### src/rtl/rle_pkg.sv
package rle_pkg;
   typedef enum logic [1:0] {
      BK_NONE = 2'd0,
      BK_DATA = 2'd1,
      BK_ADDR = 2'd2,
      BK_CNT  = 2'd3
   } byte_kind_e;
endpackage

### src/rtl/rle_cmd_decode.sv
module rle_cmd_decode
   import rle_pkg::*;
#(
   parameter int DATA_W = 8,
   localparam int FLD_W = DATA_W - 1
) (
   input  logic              fire,
   input  logic              is_cmd,
   input  logic [DATA_W-1:0] byte_in,
   output byte_kind_e        kind,
   output logic [FLD_W-1:0]  field
);
   always_comb begin
      field = byte_in[FLD_W-1:0];
      if (!fire)                  kind = BK_NONE;
      else if (!is_cmd)           kind = BK_DATA;
      else if (byte_in[DATA_W-1]) kind = BK_ADDR;
      else                        kind = BK_CNT;
   end
endmodule

### src/rtl/rle_addr_reg.sv
module rle_addr_reg #(
   parameter int ADDR_W = 7
) (
   input  logic              clk,
   input  logic              rst_n,
   input  logic              load,
   input  logic [ADDR_W-1:0] addr_in,
   output logic [ADDR_W-1:0] addr_q,
   output logic              stb_q
);
   always_ff @(posedge clk) begin
      if (!rst_n) begin
         addr_q <= '0;
         stb_q  <= 1'b0;
      end else begin
         stb_q <= load;
         if (load) addr_q <= addr_in;
      end
   end
endmodule

### src/rtl/rle_expander.sv
module rle_expander #(
   parameter int DATA_W = 8,
   localparam int CNT_W = DATA_W - 1
) (
   input  logic              clk,
   input  logic              rst_n,
   input  logic              take_data,
   input  logic              take_cnt,
   input  logic [DATA_W-1:0] data_in,
   input  logic [CNT_W-1:0]  cnt_in,
   output logic              can_take,
   output logic              out_valid,
   input  logic              out_ready,
   output logic [DATA_W-1:0] out_data
);
   logic [CNT_W-1:0] rem_q;
   logic [CNT_W-1:0] pend_q;
   logic             pend_v;
   logic             out_fire;
   logic             last_rep;

   assign out_fire = out_valid && out_ready;
   assign last_rep = (rem_q == '0);
   assign can_take = !out_valid || (out_ready && last_rep);

   always_ff @(posedge clk) begin
      if (!rst_n) begin
         out_valid <= 1'b0;
         out_data  <= '0;
         rem_q     <= '0;
         pend_q    <= '0;
         pend_v    <= 1'b0;
      end else begin
         if (take_cnt) begin
            pend_q <= cnt_in;
            pend_v <= 1'b1;
         end
         if (take_data) begin
            out_valid <= 1'b1;
            out_data  <= data_in;
            rem_q     <= pend_v ? pend_q : '0;
            pend_v    <= 1'b0;
            pend_q    <= '0;
         end else if (out_fire) begin
            if (last_rep) out_valid <= 1'b0;
            else          rem_q     <= rem_q - 1'b1;
         end
      end
   end

   assert_ready_low_R8: assert property (@(posedge clk) disable iff (!rst_n)
      (out_valid && !last_rep) |-> !can_take);
   assert_hold_R9: assert property (@(posedge clk) disable iff (!rst_n)
      (out_valid && !out_ready) |=> (out_valid && $stable(out_data)));
   assert_repeat_step_R4: assert property (@(posedge clk) disable iff (!rst_n)
      (out_fire && !last_rep && !take_data) |=> (out_valid && rem_q == $past(rem_q) - 1'b1));
endmodule

### src/rtl/rle_ecp_decoder.sv
module rle_ecp_decoder
   import rle_pkg::*;
#(
   parameter int DATA_W = 8,
   localparam int FLD_W = DATA_W - 1
) (
   input  logic              clk,
   input  logic              rst_n,
   input  logic              in_valid,
   output logic              in_ready,
   input  logic              in_cmd,
   input  logic [DATA_W-1:0] in_data,
   output logic              out_valid,
   input  logic              out_ready,
   output logic [DATA_W-1:0] out_data,
   output logic [FLD_W-1:0]  addr_out,
   output logic              addr_stb
);
   generate
      if (DATA_W < 2) begin : g_bad_width
         $error("rle_ecp_decoder: DATA_W must be at least 2");
      end
   endgenerate

   byte_kind_e       kind;
   logic [FLD_W-1:0] field;
   logic             in_fire;

   assign in_fire = in_valid && in_ready;

   rle_cmd_decode #(.DATA_W(DATA_W)) u_dec (
      .fire    (in_fire),
      .is_cmd  (in_cmd),
      .byte_in (in_data),
      .kind    (kind),
      .field   (field)
   );

   rle_addr_reg #(.ADDR_W(FLD_W)) u_addr (
      .clk     (clk),
      .rst_n   (rst_n),
      .load    (kind == BK_ADDR),
      .addr_in (field),
      .addr_q  (addr_out),
      .stb_q   (addr_stb)
   );

   rle_expander #(.DATA_W(DATA_W)) u_exp (
      .clk       (clk),
      .rst_n     (rst_n),
      .take_data (kind == BK_DATA),
      .take_cnt  (kind == BK_CNT),
      .data_in   (in_data),
      .cnt_in    (field),
      .can_take  (in_ready),
      .out_valid (out_valid),
      .out_ready (out_ready),
      .out_data  (out_data)
   );

   assert_stb_source_R2: assert property (@(posedge clk) disable iff (!rst_n)
      $rose(addr_stb) |-> $past(in_valid && in_ready && in_cmd && in_data[DATA_W-1]));
   assert_stb_value_R2: assert property (@(posedge clk) disable iff (!rst_n)
      (in_valid && in_ready && in_cmd && in_data[DATA_W-1]) |=>
      (addr_stb && addr_out == $past(in_data[FLD_W-1:0])));
   assert_no_emit_R3: assert property (@(posedge clk) disable iff (!rst_n)
      $rose(out_valid) |-> $past(in_valid && in_ready && !in_cmd));
   assert_latency_R11: assert property (@(posedge clk) disable iff (!rst_n)
      (in_valid && in_ready && !in_cmd) |=> (out_valid && out_data == $past(in_data)));
endmodule

### config.mk
export PLATFORM = sky130hd
export DESIGN_NAME = rle_ecp_decoder
export DESIGN_NICKNAME = d
export VERILOG_FILES = /design/src/rtl/rle_pkg.sv /design/src/rtl/rle_cmd_decode.sv /design/src/rtl/rle_addr_reg.sv /design/src/rtl/rle_expander.sv /design/src/rtl/rle_ecp_decoder.sv
export SDC_FILE = /design/constraint.sdc
export NUM_CORES = 1
export LEC_CHECK = 0
export BUFFER_PORTS_ARGS = -buffer_cell sky130_fd_sc_hd__buf_2
export CAP_MARGIN = 20
export CORE_MARGIN = 1
export CORE_UTILIZATION = 40
export CTS_BUF_LIST = sky130_fd_sc_hd__clkbuf_4
export CTS_CLUSTER_DIAMETER = 40
export DETAILED_ROUTE_END_ITERATION = 10
export PLACE_DENSITY = 0.73
export SETUP_SLACK_MARGIN = 0.2
export SLEW_MARGIN = 20
export SYNTH_ARGS = -nofsm -noshare
export SYNTH_HDL_FRONTEND = slang
export SYNTH_SLANG_ARGS = --single-unit
export TNS_END_PERCENT = 10
### constraint.sdc
create_clock -name clk -period 2.4 [get_ports clk]
set_clock_uncertainty 0.1 [all_clocks]
set_input_delay 0.36 -clock clk [delete_from_list [all_inputs] [get_ports clk]]
set_output_delay 0.36 -clock clk [all_outputs]
set_load 0.005 [all_outputs]
==> impl_metrics.json <==
{
  "synth-seq-area-share_pct": 43.8,
  "setup_viol": 0,
  "grt_overflow": 0,
  "synth_top_family_by_area": "simple AND/OR/NAND/NOR gates",
  "tightest_slew_ns": 0.505,
  "portBuffers": 30,
  "dieArea_um2": 3910,
  "critPathCaptureType": "output pin",
  "dp.cells": 246,
  "syn-num-nets": 189,
  "start_util_pct": 42.9,
  "crit_path_start_kind": "flip-flop",
  "grt_max_degree": 33,
  "synth_edf_count": 0,
  "fin_nets": 223,
  "ys_seq_elements": 32,
  "clock_sinks": 32,
  "crit_path_frequent_cell": "inv_1",
  "die-width_um": 62.5,
  "crit_type": "reg2out",
  "drive_above_1_share_pct": 23.4,
  "pwr-share-comb_pct": 16.9,
  "hold_end": "u_addr.addr_q[1]",
  "syn_area_per_cell_um2": 8.41,
  "layout_worst_path_cycle_share_pct": 88.1,
  "grt_pass1_vias": 1256,
  "max_slew_margin_pct": 66.3,
  "path_max_fanout": 6,
  "hold_viol_final": 0,
  "cts_buffer_depth": 2,
  "dp_hpwl_um": 2330,
  "async_flop_share_pct": 0,
  "n_fill_cell": 356,
  "multiInputGateArea_um2": 785,
  "fmax_mhz": 473,
  "io_pins": 31,
  "area_delta_synth_final_pct": 20.9,
  "routed_wl_um": 3180,
  "path_delay_family": "flip-flops",
  "rsz0062_at_grt": "true",
  "cts_max_level": 2,
  "synthDistinctLibCells": 33,
  "worst_path_max_delay_cell": "dfxtp_1",
  "outcome": "completed",
  "post_layout_nonfiller_instances": 255,
  "antenna_left": 0,
  "required_ns": 1.94,
  "holdBufCountCts": 0,
  "yosysWarnings": 0,
  "hold_start": "in_data[1]",
  "die_h_um": 62.5,
  "synth_xor_area_share_pct": 1.79,
  "coreArea_um2": 3420,
  "muxShareOfSynthArea_pct": 4.79,
  "p_switching_uw": 329,
  "worst_r2r_endpoint": "u_exp.out_data[2]",
  "dr.pass1.iters": 4,
  "gp_congestion": 0.855,
  "path_cells": "inv_1 > ha_1 > nor2b_2 > a31oi_4 > inv_1 > buf_2",
  "swShare_pct": 27.7,
  "drtIter0Drc": 65,
  "synth_compound_area_share_pct": 19.0,
  "pre_cts_ws_ns": 0.308,
  "diodes": 0,
  "synth_adder_area_share_pct": 1.71,
  "p_leak_nw": 0.718,
  "reg2reg_from": "u_exp.rem_q[1]",
  "track_usage_pct": 17.8,
  "fin_crit_ns": 2.12,
  "cts_buffers": 5,
  "synthSimpleGateAreaFrac_pct": 26.0,
  "root_buffer": "clkbuf_4",
  "seq_area_um2": 641,
  "via_per_inst": 5.11,
  "row_count": 21,
  "seq_power_share_pct": 48.8,
  "slew_violations": 0,
  "drc": 0,
  "p_int_uw": 861,
  "min_path_type": "in2reg",
  "r2r_slack_ns": 0.40,
  "cellPowerDensity_nw_per_um2": 672,
  "antenna_found_initial": 0,
  "cts_tree": "built",
  "power_frac_clock_pct": 34.3,
  "hold_depth": 3,
  "synthFlopType": "dfxtp_1",
  "num_vias": 1303,
  "netlist_area_um2": 1460,
  "crit_buf_inv": 3,
  "clk_pin_slew_worst_paths_ns": 0.11,
  "final.setup.tns_ns": 0,
  "max_stage_delay_ns": 0.36,
  "drv_cap": 0,
  "finalWorstSetupSlack_ns": 0.285,
  "clk_latency_ns": 0.32,
  "grt_pass1_wl_um": 5540,
  "route.detailed.wl_per_inst_um": 12.5,
  "cp.arrival_ns": 1.66,
  "peakVddDrop_mv": 0.451,
  "synthesis.instances": 174,
  "r2r_cells": 8
}
power groups by stage:
stage	registers, mW	clock network [mW]	logic [mW]
6_report	0.581	0.408	0.201
5_1_grt	0.585	0.444	0.227
4_1_cts	0.581	0.418	0.197
3_5_place_dp	0.593	0	0.196
3_3_place_gp	0.593	0	0.193
2_1_floorplan	0.589	0	0.136
layer usage:
layer,global-route usage (%),vias to the layer above,part of all wire (%)
li1,-,673,-
met1,22.2,589,48
met2,29.9,39,46
met3,4.56,2,4.5
met4,5.52,0,0.85
met5,0,-,0
worst max-delay path by stage:
stage                   startpoint              end  slack (ns)  cells past startpoint
floorplan           u_exp.rem_q[0]  u_exp.pend_q[0]        0.53                      7
global placement    u_exp.rem_q[1]  u_exp.pend_q[3]        0.41                      7
detailed placement  u_exp.rem_q[1]  u_exp.pend_q[6]        0.31                      7
CTS                 u_exp.rem_q[1]         in_ready        0.26                      6
global route        u_exp.rem_q[1]         in_ready        0.17                      6
finish              u_exp.rem_q[1]         in_ready        0.28                      6
kinds of logic (layout without fill, tap and decap cells):
kind of cell    Yosys count  count (layout)
mux                       7               7
compound gates           41              41
flops                    32              32
fa+ha+maj                 2               2
buf+inv                  11              46
simple gates             78              78
xor+xnor                  3               3
cells in the mapped netlist, types with 3 or more instances:
cell type / instances / share of area, %
and2_1: 3 / 1.3
nor2_1: 19 / 4.9
a21boi_0: 10 / 5.1
nor3_1: 3 / 1.0
o21ai_0: 13 / 4.4
dfxtp_1: 32 / 44
nand2b_1: 3 / 1.3
mux2i_1: 7 / 4.8
a21oi_1: 6 / 2.1
nand3_1: 12 / 4.1
clkbuf_1: 5 / 1.3
nand2_1: 29 / 7.4
o221ai_1: 3 / 1.8
inv_1: 4 / 1.0
final cells by class:
cell class	instances	share of cell area (%)
flip-flops and latches	32	36.2
clock buffers	5	2.12
repair buffers	34	10.9
inverters	4	0.848
well taps	46	3.25
clock inverters	3	2.40
multi-input cells	131	44.3
repair_timing:
| item | in CTS | in global routing |
|---|---|---|
| gates resized for setup | 0 | 2 |
| hold endpoints to repair | 0 | 0 |
| setup endpoints to repair | 0 | 13 |
| buffers inserted | 0 | 1 |
sequential cells by signal, summed over array words and instances, names as in the netlist:
name,count
u_exp.out_data,8
u_exp.pend_q,7
u_addr.stb_q,1
u_exp.out_valid,1
u_exp.rem_q,7
u_exp.pend_v,1
u_addr.addr_q,7
worst register-to-register path, delay by kind of cell, from the launching register on:
kind                       cells  cell delay [ns]
AOI/OAI and AO/OA              2             0.47
adders and majority gates      1             0.21
buffers and inverters          2             0.27
DFF                            1             0.36
and+or+nand+nor                3             0.52
per-stage QoR:
step                      utilization (%)  instance area (µm²)  hold WS, ns  power [mW]
after floorplan                         -                 1460        0.352       0.725
after global placement               48.8                 1670        0.345       0.786
after detailed placement             48.8                 1670        0.348       0.789
after CTS                            51.1                 1750        0.178        1.20
after global routing                 51.8                 1770        0.183        1.26
final                                51.8                 1770        0.188        1.19
cell usage in the layout, fill, tap and decap left out, types with 2 or more instances in the layout:
cell type and instances:
nand3_1 12, clkbuf_4 5, o21ai_0 13, o221ai_1 3
nand2_1 29, a21oi_1 6, buf_4 3, nand2b_1 2
nor3_1 3, xnor2_1 2, dfxtp_1 32, ha_1 2
mux2i_1 7, nor2_1 19, and2_1 3, o21a_1 2
inv_1 4, a21boi_0 10, a211oi_1 2, buf_2 30
No activity file was read; power rests on OpenSTA's default activity.
